--- src/rtl/adc3w_pkg.sv ---
package adc3w_pkg;

    typedef enum logic [2:0] {
        ST_IDLE,
        ST_SETTLE,
        ST_CMD,
        ST_TURN,
        ST_RES,
        ST_GAP
    } adc3w_state_e;

    typedef struct packed {
        logic rise;
        logic fall;
    } sclk_evt_t;

    function automatic int unsigned settle_cycles(int unsigned mhz, int unsigned usec);
        return mhz * usec;
    endfunction

    function automatic int unsigned umax(int unsigned a, int unsigned b);
        return (a > b) ? a : b;
    endfunction

endpackage

--- src/rtl/adc3w_sclk_gen.sv ---
module adc3w_sclk_gen
    import adc3w_pkg::*;
#(
    parameter int unsigned HALF = 4
) (
    input  logic      clk,
    input  logic      rst,
    input  logic      run,
    output logic      sclk,
    output sclk_evt_t evt
);
    localparam int unsigned PH_W = (HALF > 1) ? $clog2(HALF) : 1;
    localparam logic [PH_W-1:0] PH_LAST = PH_W'(HALF - 1);

    logic [PH_W-1:0] phase_q;
    logic            sclk_q;
    logic            term;

    assign term = run && (phase_q == PH_LAST);

    always_comb begin
        evt.rise = term && !sclk_q;
        evt.fall = term && sclk_q;
    end

    always_ff @(posedge clk) begin
        if (rst || !run) begin
            phase_q <= '0;
            sclk_q  <= 1'b0;
        end else if (term) begin
            phase_q <= '0;
            sclk_q  <= ~sclk_q;
        end else begin
            phase_q <= phase_q + PH_W'(1);
        end
    end

    assign sclk = sclk_q;
endmodule

--- src/rtl/adc3w_timer.sv ---
module adc3w_timer #(
    parameter int unsigned W = 8
) (
    input  logic         clk,
    input  logic         rst,
    input  logic         load,
    input  logic [W-1:0] load_val,
    output logic         zero
);
    logic [W-1:0] cnt_q;

    always_ff @(posedge clk) begin
        if (rst) begin
            cnt_q <= '0;
        end else if (load) begin
            cnt_q <= load_val;
        end else if (cnt_q != '0) begin
            cnt_q <= cnt_q - W'(1);
        end
    end

    assign zero = (cnt_q == '0);
endmodule

--- src/rtl/adc3w_host.sv ---
module adc3w_host
    import adc3w_pkg::*;
#(
    parameter int unsigned CLK_MHZ   = 100,
    parameter int unsigned SETTLE_US = 80,
    parameter int unsigned SCLK_HALF = 4,
    parameter int unsigned CMD_W     = 4,
    parameter int unsigned RES_W     = 10,
    parameter int unsigned GAP_CYC   = 16
) (
    input  logic             clk,
    input  logic             rst,
    input  logic             start,
    input  logic [CMD_W-1:0] cfg_word,
    output logic [RES_W-1:0] result,
    output logic             done,
    output logic             cs_n,
    output logic             sclk,
    output logic             sdata_o,
    output logic             sdata_oe,
    input  logic             sdata_i
);
    localparam int unsigned SETTLE_CYC = settle_cycles(CLK_MHZ, SETTLE_US);
    localparam int unsigned TMR_W      = $clog2(umax(SETTLE_CYC, GAP_CYC) + 1);
    localparam int unsigned BIT_W      = $clog2(umax(CMD_W, RES_W) + 1);
    localparam logic [TMR_W-1:0] SETTLE_LOAD = TMR_W'(SETTLE_CYC - 1);
    localparam logic [TMR_W-1:0] GAP_LOAD    = TMR_W'(GAP_CYC - 1);
    localparam logic [BIT_W-1:0] CMD_LAST    = BIT_W'(CMD_W - 1);
    localparam logic [BIT_W-1:0] RES_LAST    = BIT_W'(RES_W - 1);

    adc3w_state_e     state_q;
    logic [CMD_W-1:0] cmd_sr;
    logic [RES_W-1:0] rx_sr;
    logic [RES_W-1:0] result_q;
    logic [BIT_W-1:0] bit_cnt;
    logic             done_q;
    logic             sclk_run;
    sclk_evt_t        evt;
    logic             tmr_load;
    logic [TMR_W-1:0] tmr_val;
    logic             tmr_zero;
    logic             res_end;

    assign sclk_run = (state_q == ST_CMD) || (state_q == ST_TURN) || (state_q == ST_RES);
    assign res_end  = (state_q == ST_RES) && evt.fall && (bit_cnt == RES_LAST);

    adc3w_sclk_gen #(.HALF(SCLK_HALF)) u_sclk (
        .clk  (clk),
        .rst  (rst),
        .run  (sclk_run),
        .sclk (sclk),
        .evt  (evt)
    );

    always_comb begin
        tmr_load = 1'b0;
        tmr_val  = SETTLE_LOAD;
        if (state_q == ST_IDLE && start) begin
            tmr_load = 1'b1;
        end else if (res_end) begin
            tmr_load = 1'b1;
            tmr_val  = GAP_LOAD;
        end
    end

    adc3w_timer #(.W(TMR_W)) u_tmr (
        .clk      (clk),
        .rst      (rst),
        .load     (tmr_load),
        .load_val (tmr_val),
        .zero     (tmr_zero)
    );

    always_ff @(posedge clk) begin
        if (rst) begin
            state_q  <= ST_IDLE;
            cmd_sr   <= '0;
            rx_sr    <= '0;
            result_q <= '0;
            bit_cnt  <= '0;
            done_q   <= 1'b0;
        end else begin
            done_q <= 1'b0;
            unique case (state_q)
                ST_IDLE: begin
                    if (start) begin
                        cmd_sr  <= cfg_word;
                        state_q <= ST_SETTLE;
                    end
                end
                ST_SETTLE: begin
                    if (tmr_zero) begin
                        bit_cnt <= '0;
                        state_q <= ST_CMD;
                    end
                end
                ST_CMD: begin
                    if (evt.fall) begin
                        if (bit_cnt == CMD_LAST) begin
                            bit_cnt <= '0;
                            state_q <= ST_TURN;
                        end else begin
                            cmd_sr  <= cmd_sr << 1;
                            bit_cnt <= bit_cnt + BIT_W'(1);
                        end
                    end
                end
                ST_TURN: begin
                    if (evt.fall) begin
                        state_q <= ST_RES;
                    end
                end
                ST_RES: begin
                    if (evt.rise) begin
                        rx_sr <= {rx_sr[RES_W-2:0], sdata_i};
                    end
                    if (res_end) begin
                        result_q <= rx_sr;
                        done_q   <= 1'b1;
                        state_q  <= ST_GAP;
                    end else if (evt.fall) begin
                        bit_cnt <= bit_cnt + BIT_W'(1);
                    end
                end
                ST_GAP: begin
                    if (tmr_zero) begin
                        state_q <= ST_IDLE;
                    end
                end
                default: state_q <= ST_IDLE;
            endcase
        end
    end

    assign cs_n     = (state_q == ST_IDLE) || (state_q == ST_GAP);
    assign sdata_oe = (state_q == ST_CMD);
    assign sdata_o  = sdata_oe & cmd_sr[CMD_W-1];
    assign result   = result_q;
    assign done     = done_q;
endmodule

--- config.mk ---
export PLATFORM = sky130hd
export DESIGN_NAME = adc3w_host
export DESIGN_NICKNAME = d
export VERILOG_FILES = /design/src/rtl/adc3w_pkg.sv /design/src/rtl/adc3w_sclk_gen.sv /design/src/rtl/adc3w_timer.sv /design/src/rtl/adc3w_host.sv
export SDC_FILE = /design/constraint.sdc
export NUM_CORES = 1
export LEC_CHECK = 0
export CORE_UTILIZATION = 35
export DETAILED_ROUTE_END_ITERATION = 6
export PLACE_DENSITY = 0.58
export SLEW_MARGIN = 0
export SYNTH_ARGS = -nofsm -noshare
export SYNTH_HDL_FRONTEND = slang
export SYNTH_SLANG_ARGS = --single-unit
--- constraint.sdc ---
create_clock -name clk -period 3.4 [get_ports clk]
set_input_delay 1.02 -clock clk [delete_from_list [all_inputs] [get_ports clk]]
set_output_delay 1.02 -clock clk [all_outputs]
set_load 0.01 [all_outputs]
# Word level (Yosys, flattened, before mapping)
# Index checks and enable logic that the tools add are counted.
[totals]
reg_bits = 48
input_bits = 8
output_inout_bits = 15
word_cells = 82
[classes]
addsub = 3
eq_ne = 18
mux = 24
n_bitwise = 3
n_reduce_logical = 25
[ops]
columns = ["cell", "n"]
rows = [
  ["$mux 13", 4],
  ["$mux 4", 8],
  ["$mux 3", 7],
  ["$pmux 3 s6", 1],
  ["$ne 2x2->1 const B", 8],
  ["$logic_not 13->1", 1],
  ["$reduce_bool 13->1", 1],
  ["$sub 13x1->13 const B", 1],
  ["$pmux 4 s3", 1],
  ["$pmux 4 s2", 1],
  ["$reduce_and 7->1", 1],
  ["$eq 3x2->1 const B", 2],
  ["$eq 3x3->1 const B", 2],
  ["$logic_and 1x1->1", 6],
  ["$reduce_and 5->1", 1],
  ["$add 4x1->4 const B", 1],
  ["$eq 4x2->1 const B", 1],
  ["$eq 4x4->1 const B", 1],
  ["$logic_or 1x1->1", 4],
  ["$ne 2x1->1 const B", 2],
  ["$reduce_and 2->1", 2],
  ["$reduce_and 4->1", 1],
  ["$reduce_bool 2->1", 2],
  ["$reduce_or 2->1", 2],
  ["other kinds (9)", 12],
]

# Logic depth before layout (Yosys ltp)
[logic_depth]
word_depth = 10
ltp_mapped = 8
depth_no_buf = 6

# Cells and area by module
# From an unflattened synthesis, not the netlist that was laid out.
[unflattened]
hier_cells = 283
area_unflattened_um2 = 2364.8
[modules_own_cells]
columns = ["module", "instances", "cells_each", "area_each_um2", "seq_area_each_um2"]
rows = [
  ["adc3w_host", 1, 181, 1483.9, 640.6],
  ["adc3w_timer", 1, 90, 763.2, 260.2],
  ["adc3w_sclk_gen", 1, 12, 117.6, 60.1],
]

# Least setup slack after synthesis
# Ideal clock, no wire load.
[synth_path]
path_type = "register to output"
startpoint = "register state_q[0]"
endpoint = "output port sdata_o"
arrival_time_ns = 1.192
t_required_ns = 2.380
path_slack_ns = 1.188
path_stages_with_launch = 5
path_buffers = 1
cell_sequence = "dfxtp_1 -> or3b_1 -> clkbuf_1 -> inv_1 -> and2_1"
[synth_via]
elab_chain_len = 2
[synth_rtl]
columns = ["element", "line", "rtl"]
rows = [
  ["start, declared", "adc3w_host.sv:31", "adc3w_state_e state_q;"],
  ["start signal, assigned", "adc3w_host.sv:76", "state_q <= ST_IDLE;"],
  ["start signal, assigned", "adc3w_host.sv:88", "state_q <= ST_SETTLE;"],
  ["start signal, assigned", "adc3w_host.sv:94", "state_q <= ST_CMD;"],
  ["$eq 3x2->1", "adc3w_host.sv:136", "assign sdata_oe = (state_q == ST_CMD);"],
  ["via sdata_oe", "adc3w_host.sv:20", "output logic sdata_oe,"],
  ["$and 1x1->1", "adc3w_host.sv:137", "assign sdata_o = sdata_oe & cmd_sr[CMD_W-1];"],
  ["end, declared", "adc3w_host.sv:19", "output logic sdata_o,"],
]
# The timed path passes the listed nets, and every way through them passes these cells.

# Worst setup path after layout
[layout_path]
startpoint = "register state_q[1]"
endpoint = "output port sdata_o"
[layout_via]
elab_chain_len = 2
[layout_rtl]
columns = ["element", "line"]
rows = [
  ["$eq 3x2->1", "adc3w_host.sv:136"],
  ["$and 1x1->1", "adc3w_host.sv:137"],
]
# Every way passes these cells.

==> out/results.tsv <==
stage	metric	value	unit
die	core	6060	um^2
clocking	htreeDepth	2	
timing	slew_viol_final	0	
layout	final_util	43.8	%
synth	syn_area_per_cell	8.54	um^2
timing	max_freq	324	MHz
layout	drive_gt1_share	6.71	%
placement	place.gp.congestion	0.758	
power_and_ir_drop	power_frac_comb	13.2	%
synth	synth-compound-area-share	15.9	%
synth	synthArstFlopShare	0	%
die	die-area	6720	um^2
clocking	cts_buffer_depth	2	
critical_path	crit_chain	or3b_1, inv_1, and2_1, clkdlybuf4s50_1	
grt	grt_pass1_vias	1719	
clocking	worstSkewPairLatency	0.31	ns
grt	grt.total_usage	15.9	%
power_and_ir_drop	power.density	465	nW/um^2
critical_path	end_kind	primary output	
critical_path	criticalPathCategory	register to primary output	
synth	synthXorXnorAreaFrac	2.74	%
synth	synth_mux_area_share	6.76	%
clocking	cts_resized	0	
synth	synthSimpleGateAreaFrac	25.0	%
synth	synth_edf_count	0	
clocking	cts_tree	built	
timing	rsz0062_at_grt	false	
power_and_ir_drop	irDropWorstVdd	0.000236	V
min_path	hold_path_class	register to register	
power_and_ir_drop	switching_power	339	uW
layout	num-fill-cells	599	
grt	grt_max_degree	42	
synth	syn-num-nets	275	
critical_path	crit_fanout	13	
job	cap_violations	0	
synth	yosys_register_bits	48	
placement	numPortBuffers	22	
clocking	clk_pin_slew	0.09	ns
timing	relSlewSlack	48.9	%
synth	seq_area_frac_synth	42.9	%
timing	finalSetupViolCount	0	
detailed_routing	drt-vias-per-instance	5.24	
synth	yosys_most_used_dff	dfxtp_1	
critical_path	startpoint_type	register	
grt	antenna_found_initial	0	
critical_path	cp.required	2.38	ns
timing	finalWorstSetupSlack	0.311	ns
layout	nets	295	
clocking	cts_setup_buffers	0	
power_and_ir_drop	power_leakage	0.00102	uW
clocking	cts_buffers	5	
grt	grt_pass1_wl	8130	um
synth	yosys_warnings	0	
clocking	clockRootBuffer	clkbuf_8	
grt	overflow	0	
die	rows	28	
timing	worst_pin_slew	0.764	ns
placement	hpwl	3200	um
power_and_ir_drop	p_sw_share	27.4	%
timing	finalClockSkew	0.00749	ns
detailed_routing	avgRoutedWirePerCell	13.2	um
clocking	holdBufCountCts	0	
critical_path	cpMaxStageDelayCell	dfxtp_1	
detailed_routing	finalWirelength	4720	um
timing	fin_tns_setup	0	ns
power_and_ir_drop	power_frac_seq	50.8	%
detailed_routing	drc	0	
detailed_routing	dr.pass1.iters	4	
synth	synth_top_family_by_area	simple AND/OR/NAND/NOR gates	
layout	area_delta_synth_final	18.7	%
synth	synthCells	262	
layout	finalInstanceArea	2660	um^2
critical_path	cpPeakStageDelay	0.56	ns
die	die_y	82.0	um
detailed_routing	drt-initial-drc-count	58	
placement	placed_area	2540	um^2
power_and_ir_drop	pwr-share-clk	36.0	%
placement	place_ws	0.631	ns
die	io_pins	23	
run_status	status	complete, no violations	
timing	period_needed	3.09	ns
synth	synth_adder_area_share	2.79	%
synth	ys_types	49	
synth	synth_area	2240	um^2
layout	num_antenna_cells	0	
clocking	clock_sinks	48	
timing	holdWs	0.445	ns
timing	finalHoldViolCount	0	
die	die_w	82.0	um
detailed_routing	ant_nets	0	
power_and_ir_drop	internal-power	896	uW
detailed_routing	num_vias	1875	
timing	fin_crit_sh	90.8	%
critical_path	cp_data_arrival_time	2.07	ns
die	start_util	36.9	%
==> Yosys cell counts, types with 4 or more instances <==
| cell | number | area, um^2 |
|---|---|---|
| a211oi_1 | 4 | 30.0 |
| a21oi_1 | 20 | 100 |
| clkbuf_1 | 14 | 52.6 |
| dfxtp_1 | 48 | 961 |
| ha_1 | 5 | 62.6 |
| inv_1 | 8 | 30.0 |
| mux2i_1 | 14 | 140 |
| nand2_1 | 33 | 124 |
| nand3_1 | 8 | 40.0 |
| nand4_1 | 5 | 31.3 |
| nor2_1 | 24 | 90.1 |
| nor3_1 | 10 | 50.1 |
| o211ai_1 | 4 | 30.0 |
| o21ai_0 | 9 | 45.0 |
| or3_1 | 4 | 25.0 |
| xor2_1 | 4 | 35.0 |
==> sequential cells by signal (all words and copies together) (netlist names) <==
name            cells
u_sclk.sclk         1
state_q             3
done                1
u_sclk.phase_q      2
rx_sr              10
bit_cnt             4
cmd_sr              4
u_tmr.cnt_q        13
result             10
==> placed cells by master, fill, tap and decap left out, types with 2 or more instances in the layout <==
master           Yosys  routed
a31oi_1              3       3
or3b_1               3       3
nand4_1              5       5
a211oi_1             4       4
nor3_1              10      10
nor2b_1              2       2
xor2_1               4       4
mux2i_1             14      14
dfxtp_1             48      48
inv_1                8       8
nand3b_1             3       3
o21ai_0              9       9
nand2_1             33      33
buf_4                0       5
a21boi_0             2       2
ha_1                 5       5
nor3b_1              3       3
xnor2_1              3       3
a21oi_1             20      20
or3_1                4       4
clkdlybuf4s50_1      0      22
nand3_1              8       8
o31ai_1              2       2
o211ai_1             4       4
nor2_1              24      24
and2_1               2       2
and3_1               2       2
clkbuf_8             0       5
==> kinds of logic (layout without fill, tap and decap cells) <==
group | Yosys count | after routing
multiplexers | 15 | 15
adder cells (fa/ha/maj) | 5 | 5
flip-flops | 48 | 48
AND/OR/NAND/NOR | 109 | 109
buffers and inverters | 23 | 44
XOR/XNOR | 7 | 7
AO/OA/AOI/OAI | 55 | 55
==> layout make-up <==
class	instances	area, um^2	share of cell area (%)
Multi-Input combinational cell	191	1190	44.8
Sequential cell	48	961	36.2
Timing Repair Buffer	27	258	9.70
Inverter	9	33.8	1.27
Tap cell	75	93.8	3.53
Clock buffer	5	68.8	2.59
Clock inverter	3	50.0	1.88
==> worst max-delay path: cells and delay by family (launching register included) <==
family	cells	cell delay, ns
flip-flops	1	0.56
AND/OR/NAND/NOR	2	0.56
buffers and inverters	2	0.64
==> per-stage QoR <==
step	total power (uW)	cells
after floorplan	756	262
after global placement	801	350
after detailed placement	802	350
after CTS	1250	358
after global routing	1290	358
final	1230	358
==> worst paths after layout <==
kind / start / to / slack, ns / cells past startpoint
worst max-delay path: state_q[1] / sdata_o / 0.31 / 4
worst min-delay path: u_sclk.phase_q[0] / u_sclk.phase_q[0] / 0.45 / 1
worst max register to register: state_q[2] / rx_sr[8] / 1.03 / 4
worst min register to register: u_sclk.phase_q[0] / u_sclk.phase_q[0] / 0.45 / 1
==> per-layer routing <==
layer,up-vias,track usage [%],wire [um]
met3,6,4.33,224
met2,37,24.4,2000
met4,0,5.44,57
met5,-,0,0
met1,857,21.2,2440
li1,975,-,-
==> power groups by stage <==
stage	registers, uW	logic (uW)	clock network [uW]
3_5_place_dp	640	162	0
6_report	627	163	444
2_1_floorplan	629	128	0
4_1_cts	627	164	456
3_3_place_gp	639	162	0
5_1_grt	633	183	476
No activity file was read; power rests on OpenSTA's default activity.
